File: config.mk
export PLATFORM = sky130hd
export DESIGN_NAME = lpm_engine
export DESIGN_NICKNAME = d
export VERILOG_FILES = /design/src/rtl/lpm_pkg.sv /design/src/rtl/lpm_table.sv /design/src/rtl/lpm_match_stage.sv /design/src/rtl/lpm_pick_stage.sv /design/src/rtl/lpm_engine.sv
export SDC_FILE = /design/constraint.sdc
export NUM_CORES = 2
export LEC_CHECK = 0
export BUFFER_PORTS_ARGS = -buffer_cell sky130_fd_sc_hd__buf_2
export CAP_MARGIN = 10
export CORE_ASPECT_RATIO = 1.25
export CORE_MARGIN = 3
export CORE_UTILIZATION = 40
export CTS_CLUSTER_DIAMETER = 100
export DETAILED_ROUTE_END_ITERATION = 6
export RECOVER_POWER = 100
export SLEW_MARGIN = 10
export SYNTH_ARGS = -nofsm -noshare
export SYNTH_HDL_FRONTEND = slang
export SYNTH_SLANG_ARGS = --single-unit
File: constraint.sdc
create_clock -name clk -period 63.7 [get_ports clk]
set_clock_uncertainty 0.05 [all_clocks]
set_input_delay 3.185 -clock clk [delete_from_list [all_inputs] [get_ports clk]]
set_output_delay 3.185 -clock clk [all_outputs]
set_load 0.05 [all_outputs]
File: src/rtl/lpm_pkg.sv
package lpm_pkg;
    localparam int ADDR_W = 32;
    localparam int LEN_W  = 6;

    typedef logic [ADDR_W-1:0] addr_t;
    typedef logic [LEN_W-1:0]  len_t;

    // Ones in the top 'len' bit positions.
    function automatic addr_t len_mask(input len_t len);
        if (len == '0) return '0;
        return ~({ADDR_W{1'b1}} >> len);
    endfunction

    function automatic logic len_legal(input len_t len);
        return (len != '0) && (int'(len) <= ADDR_W);
    endfunction
endpackage

File: src/rtl/lpm_table.sv
module lpm_table
    import lpm_pkg::*;
#(
    parameter int N_ENTRIES = 16,
    parameter int PORT_W    = 4,
    localparam int IDX_W    = (N_ENTRIES > 1) ? $clog2(N_ENTRIES) : 1
) (
    input  logic                              clk,
    input  logic                              rst_n,
    input  logic                              wr_en,
    input  logic [IDX_W-1:0]                  wr_idx,
    input  logic                              wr_valid,
    input  addr_t                             wr_prefix,
    input  len_t                              wr_len,
    input  logic [PORT_W-1:0]                 wr_port,
    output logic [N_ENTRIES-1:0]              ent_vld,
    output addr_t [N_ENTRIES-1:0]             ent_pre,
    output len_t  [N_ENTRIES-1:0]             ent_len,
    output logic [N_ENTRIES-1:0][PORT_W-1:0]  ent_port
);
    typedef struct packed {
        logic              vld;
        addr_t             pre;
        len_t              len;
        logic [PORT_W-1:0] port;
    } entry_t;

    entry_t [N_ENTRIES-1:0] tab_d, tab_q;

    always_comb begin
        tab_d = tab_q;
        if (wr_en) begin
            for (int i = 0; i < N_ENTRIES; i++) begin
                if (IDX_W'(i) == wr_idx) begin
                    tab_d[i].vld  = wr_valid && len_legal(wr_len);
                    tab_d[i].pre  = wr_prefix;
                    tab_d[i].len  = wr_len;
                    tab_d[i].port = wr_port;
                end
            end
        end
    end

    always_ff @(posedge clk or negedge rst_n) begin
        if (!rst_n) tab_q <= '0;
        else        tab_q <= tab_d;
    end

    for (genvar g = 0; g < N_ENTRIES; g++) begin : g_out
        assign ent_vld[g]  = tab_q[g].vld;
        assign ent_pre[g]  = tab_q[g].pre;
        assign ent_len[g]  = tab_q[g].len;
        assign ent_port[g] = tab_q[g].port;
    end
endmodule

File: src/rtl/lpm_match_stage.sv
module lpm_match_stage
    import lpm_pkg::*;
#(
    parameter int N_ENTRIES = 16,
    parameter int PORT_W    = 4
) (
    input  logic                              clk,
    input  logic                              rst_n,
    input  logic                              lk_valid,
    input  addr_t                             lk_addr,
    input  logic [N_ENTRIES-1:0]              ent_vld,
    input  addr_t [N_ENTRIES-1:0]             ent_pre,
    input  len_t  [N_ENTRIES-1:0]             ent_len,
    input  logic [N_ENTRIES-1:0][PORT_W-1:0]  ent_port,
    output logic                              m_vld,
    output len_t  [N_ENTRIES-1:0]             m_len,
    output logic [N_ENTRIES-1:0][PORT_W-1:0]  m_port
);
    typedef struct packed {
        logic                             vld;
        len_t [N_ENTRIES-1:0]             len;
        logic [N_ENTRIES-1:0][PORT_W-1:0] port;
    } stage_t;

    stage_t st_d, st_q;
    logic [N_ENTRIES-1:0] hit;

    for (genvar g = 0; g < N_ENTRIES; g++) begin : g_cmp
        assign hit[g] = ent_vld[g] &&
                        (((lk_addr ^ ent_pre[g]) & len_mask(ent_len[g])) == '0);
    end

    // Snapshot length and port of every hit so later writes cannot leak in.
    always_comb begin
        st_d.vld = lk_valid;
        for (int i = 0; i < N_ENTRIES; i++) begin
            st_d.len[i]  = (lk_valid && hit[i]) ? ent_len[i]  : '0;
            st_d.port[i] = (lk_valid && hit[i]) ? ent_port[i] : '0;
        end
    end

    always_ff @(posedge clk or negedge rst_n) begin
        if (!rst_n) st_q <= '0;
        else        st_q <= st_d;
    end

    assign m_vld  = st_q.vld;
    assign m_len  = st_q.len;
    assign m_port = st_q.port;
endmodule

File: src/rtl/lpm_pick_stage.sv
module lpm_pick_stage
    import lpm_pkg::*;
#(
    parameter int N_ENTRIES = 16,
    parameter int PORT_W    = 4
) (
    input  logic                              clk,
    input  logic                              rst_n,
    input  logic                              m_vld,
    input  len_t  [N_ENTRIES-1:0]             m_len,
    input  logic [N_ENTRIES-1:0][PORT_W-1:0]  m_port,
    output logic                              res_valid,
    output logic                              res_miss,
    output logic [PORT_W-1:0]                 res_port,
    output len_t                              res_len
);
    typedef struct packed {
        logic              vld;
        logic              miss;
        logic [PORT_W-1:0] port;
        len_t              len;
    } result_t;

    result_t st_d, st_q;

    // Strictly-greater scan from slot 0 keeps the lowest index on ties.
    always_comb begin
        st_d      = '0;
        st_d.vld  = m_vld;
        for (int i = 0; i < N_ENTRIES; i++) begin
            if (m_len[i] > st_d.len) begin
                st_d.len  = m_len[i];
                st_d.port = m_port[i];
            end
        end
        st_d.miss = m_vld && (st_d.len == '0);
    end

    always_ff @(posedge clk or negedge rst_n) begin
        if (!rst_n) st_q <= '0;
        else        st_q <= st_d;
    end

    assign res_valid = st_q.vld;
    assign res_miss  = st_q.miss;
    assign res_port  = st_q.port;
    assign res_len   = st_q.len;
endmodule

File: src/rtl/lpm_engine.sv
module lpm_engine
    import lpm_pkg::*;
#(
    parameter int N_ENTRIES = 16,
    parameter int PORT_W    = 4,
    localparam int IDX_W    = (N_ENTRIES > 1) ? $clog2(N_ENTRIES) : 1
) (
    input  logic              clk,
    input  logic              rst_n,
    input  logic              wr_en,
    input  logic [IDX_W-1:0]  wr_idx,
    input  logic              wr_valid,
    input  logic [31:0]       wr_prefix,
    input  logic [5:0]        wr_len,
    input  logic [PORT_W-1:0] wr_port,
    input  logic              lk_valid,
    input  logic [31:0]       lk_addr,
    output logic              res_valid,
    output logic              res_miss,
    output logic [PORT_W-1:0] res_port,
    output logic [5:0]        res_len
);
    logic [N_ENTRIES-1:0]             ent_vld;
    addr_t [N_ENTRIES-1:0]            ent_pre;
    len_t  [N_ENTRIES-1:0]            ent_len;
    logic [N_ENTRIES-1:0][PORT_W-1:0] ent_port;
    logic                             m_vld;
    len_t  [N_ENTRIES-1:0]            m_len;
    logic [N_ENTRIES-1:0][PORT_W-1:0] m_port;

    lpm_table #(.N_ENTRIES(N_ENTRIES), .PORT_W(PORT_W)) u_table (
        .clk(clk), .rst_n(rst_n),
        .wr_en(wr_en), .wr_idx(wr_idx), .wr_valid(wr_valid),
        .wr_prefix(wr_prefix), .wr_len(wr_len), .wr_port(wr_port),
        .ent_vld(ent_vld), .ent_pre(ent_pre), .ent_len(ent_len), .ent_port(ent_port)
    );

    lpm_match_stage #(.N_ENTRIES(N_ENTRIES), .PORT_W(PORT_W)) u_match (
        .clk(clk), .rst_n(rst_n),
        .lk_valid(lk_valid), .lk_addr(lk_addr),
        .ent_vld(ent_vld), .ent_pre(ent_pre), .ent_len(ent_len), .ent_port(ent_port),
        .m_vld(m_vld), .m_len(m_len), .m_port(m_port)
    );

    lpm_pick_stage #(.N_ENTRIES(N_ENTRIES), .PORT_W(PORT_W)) u_pick (
        .clk(clk), .rst_n(rst_n),
        .m_vld(m_vld), .m_len(m_len), .m_port(m_port),
        .res_valid(res_valid), .res_miss(res_miss), .res_port(res_port), .res_len(res_len)
    );
endmodule

==> qor.yml <==
status:
  outcome: "complete, but fails checks"
  violations: "capacitance limit, slew limit"
die:
  initial_core_util_pct: 40.4
  core_sq_um: 117000
  fp.dieW_um: 313
  die_area_sq_um: 122000
  io_pins: 95
  rows: 140
  fp.dieH_um: 390
routing:
  drt-total-wl_mm: 151
  drt_iter0_drc: 3392
  vias_per_cell: 5.81
  postRouteAntennaNets: 0
  wl_per_cell_um: 25.2
  dr_total_vias: 34800
  post-route-drc-count: 0
  first_pass_iters: 6
cts:
  cts_root_buf: "clkbuf_16"
  postCtsSetupBuffers: 0
  cts_sinks: 861
  h-tree-depth: 3
  path_clk_slew_ns: 0.06
  cts_resized: 0
  cts_made_buffers: 83
  worstSkewPairLatency_ns: 0.68
  clockBufferDepth: 3
  cts_tree: "yes"
  cts_hold_buf: 0
sta:
  setup-tns-final_ns: 0
  hold_viol: 0
  whs_ns: 0.356
  rsz0062_at_grt: "no"
  final_max_slew_viol_count: 1722
  finalSetupViolCount: 0
  slew-limit-headroom_pct: -445
  fin_crit_ns: 36.92
  fmax_mhz: 27.1
  worst_slack_ns: 26.78
  period_share_pct: 58.0
  tightest_slew_ns: 8.18
min_path:
  holdPathStages: 0
  hold_path.class: "reg2reg"
finish:
  area_growth_syn_to_layout_pct: 9.23
  final_common_cell: "dfrtp_1"
  fin_nets: 4495
  final_cell_mix: "861 x dfrtp_1, 666 x mux2_2, 306 x xnor2_1"
  finalNonFillerCells: 5993
  drive_above_1_share_pct: 21.6
logic_synthesis:
  synthArstFlopShare_pct: 100
  synth.distinct_cells: 104
  syn_inst: 4437
  seq_area_frac_synth_pct: 45.7
  syn_avg_cell_area_sq_um: 10.6
  ys.flop_type: "dfrtp_1"
  ys_seq_elements: 861
  synth_nets: 4574
  synth_enable_flop_cells: 0
  synth_warnings: 0
  syn_area_sq_um: 47200
global_routing:
  overflow: 0
  grt_pass1_vias: 33700
  grt_max_degree: 150
  antenna_found_initial: 12
  grt_pass1_wl_mm: 223
  grt_usage_pct: 24.3
placement:
  dp_cells: 5835
  place.gp.congestion: 0.919
  portBuffers: 94
  pre_cts_slack_ns: 33.17
  hpwl_mm: 102
setup_path:
  reg2reg_depth: 126
  path_max_fanout: 21
  crit_arrival_ns: 37.44
  cp-start-kind: "register"
  worstSetupEndpointType: "register"
  crit_required_ns: 64.22
  max_stage_delay_ns: 1.81
  cp_slowest_cell: "a211oi_1"
  path_class: "reg2reg"
power_and_ir_drop:
  ir_drop_mv: 0.313
  power.leakage_uw: 0.0217
  powerDensity_nw_per_um2: 56.6
job:
  maxCapViolCount: 38
-- layer usage --
| layer | GRT usage, % | wire length [um] | vias up | part of all wire [%] |
|---|---|---|---|---|
| met5 | 0 | 27 | - | 0.018 |
| met2 | 39.5 | 70500 | 1434 | 47 |
| met4 | 9.21 | 6130 | 4 | 4.1 |
| met3 | 4.71 | 11400 | 328 | 7.6 |
| met1 | 32.3 | 63100 | 17600 | 42 |
| li1 | - | - | 15500 | - |
-- cells in the mapped netlist (all sizes together), types with 16 or more instances --
| master | number | area, sq um |
|---|---|---|
| a211oi | 31 | 255 |
| a21o | 19 | 143 |
| a21oi | 240 | 1200 |
| a22oi | 16 | 120 |
| a31oi | 29 | 188 |
| and2 | 132 | 826 |
| and3 | 19 | 119 |
| buf | 35 | 175 |
| clkbuf | 277 | 1040 |
| dfrtp | 861 | 21500 |
| ha | 54 | 676 |
| inv | 136 | 510 |
| mux2 | 675 | 7620 |
| mux2i | 53 | 563 |
| nand2 | 230 | 863 |
| nand2b | 17 | 106 |
| nand3 | 46 | 235 |
| nand4 | 23 | 150 |
| nor2 | 256 | 961 |
| nor2b | 26 | 163 |
| nor3 | 70 | 355 |
| nor4 | 44 | 282 |
| o2111ai | 19 | 166 |
| o211ai | 39 | 293 |
| o21a | 17 | 143 |
| o21ai | 231 | 1180 |
| o221ai | 20 | 175 |
| o22ai | 48 | 314 |
| o31ai | 27 | 216 |
| or2 | 16 | 100 |
| or3 | 17 | 106 |
| xnor2 | 306 | 2680 |
| xor2 | 234 | 2050 |
-- cells by family (layout without fill, tap and decap cells) --
family | after synthesis | count (layout) | synth area share (%)
simple gates | 925 | 925 | 9.59
xor+xnor | 540 | 540 | 10.0
other cells | 0 | 6 | 0
buf+inv | 448 | 436 | 3.66
fa+ha+maj | 68 | 68 | 1.73
flops | 861 | 861 | 45.7
compound gates | 867 | 867 | 11.9
mux | 728 | 728 | 17.3
-- final cells by class --
type	instances	area, sq um
Tap cell	1562	1950
Inverter	136	510
Clock buffer	116	2390
Fill cell	11100	65300
Timing Repair Buffer	148	749
Clock inverter	36	485
Multi-Input combinational cell	3128	23800
Sequential cell	861	21500
Antenna cell	6	15.0
-- power breakdown --
part           internal [uW]  total [uW]  leakage (uW)  switching (uW)
Combinational            678        1620       0.00945             938
Sequential               660         772        0.0109             112
Clock                    305         527       0.00141             222
-- registers in the layout, indices dropped and copies added (netlist names) --
signal and cells:
u_pick.res_len 6, u_match.m_vld 1, u_pick.res_valid 1, u_table.ent_port 64
u_table.ent_vld 16, u_pick.res_miss 1, u_match.m_len 96, u_table.ent_pre 512
u_table.ent_len 96, u_pick.res_port 4, u_match.m_port 64
-- through the flow --
stage	utilization, %	instance area, sq um	power [uW]
5_1_grt	44.1	51500	3130
3_5_place_dp	41.8	48900	2380
4_1_cts	44.3	51800	2920
2_1_floorplan	-	47200	2120
3_3_place_gp	41.8	48900	2370
6_report	44.1	51500	2910
-- worst paths after layout --
kind                                  startpoint                 end  slack, ns
worst max-delay path            u_match.m_len[4]     u_pick.res_miss      26.78
worst min-delay path               u_match.m_vld    u_pick.res_valid       0.36
worst max register to register  u_match.m_len[4]     u_pick.res_miss      26.78
worst min register to register     u_match.m_vld    u_pick.res_valid       0.36
max in group asynchronous                  rst_n  u_table.ent_pre[7]      41.71
min in group asynchronous                  rst_n  u_pick.res_port[2]       4.54
-- critical path, delay by kind of cell (launching register included) --
family | cells | cell delay, ns
AND/OR/NAND/NOR | 32 | 5.69
multiplexers | 18 | 6.01
buffers and inverters | 16 | 1.69
adder cells (fa/ha/maj) | 15 | 4.32
AO/OA/AOI/OAI | 45 | 18.58
flip-flops | 1 | 0.41
Power figures use the tool's default switching activity.
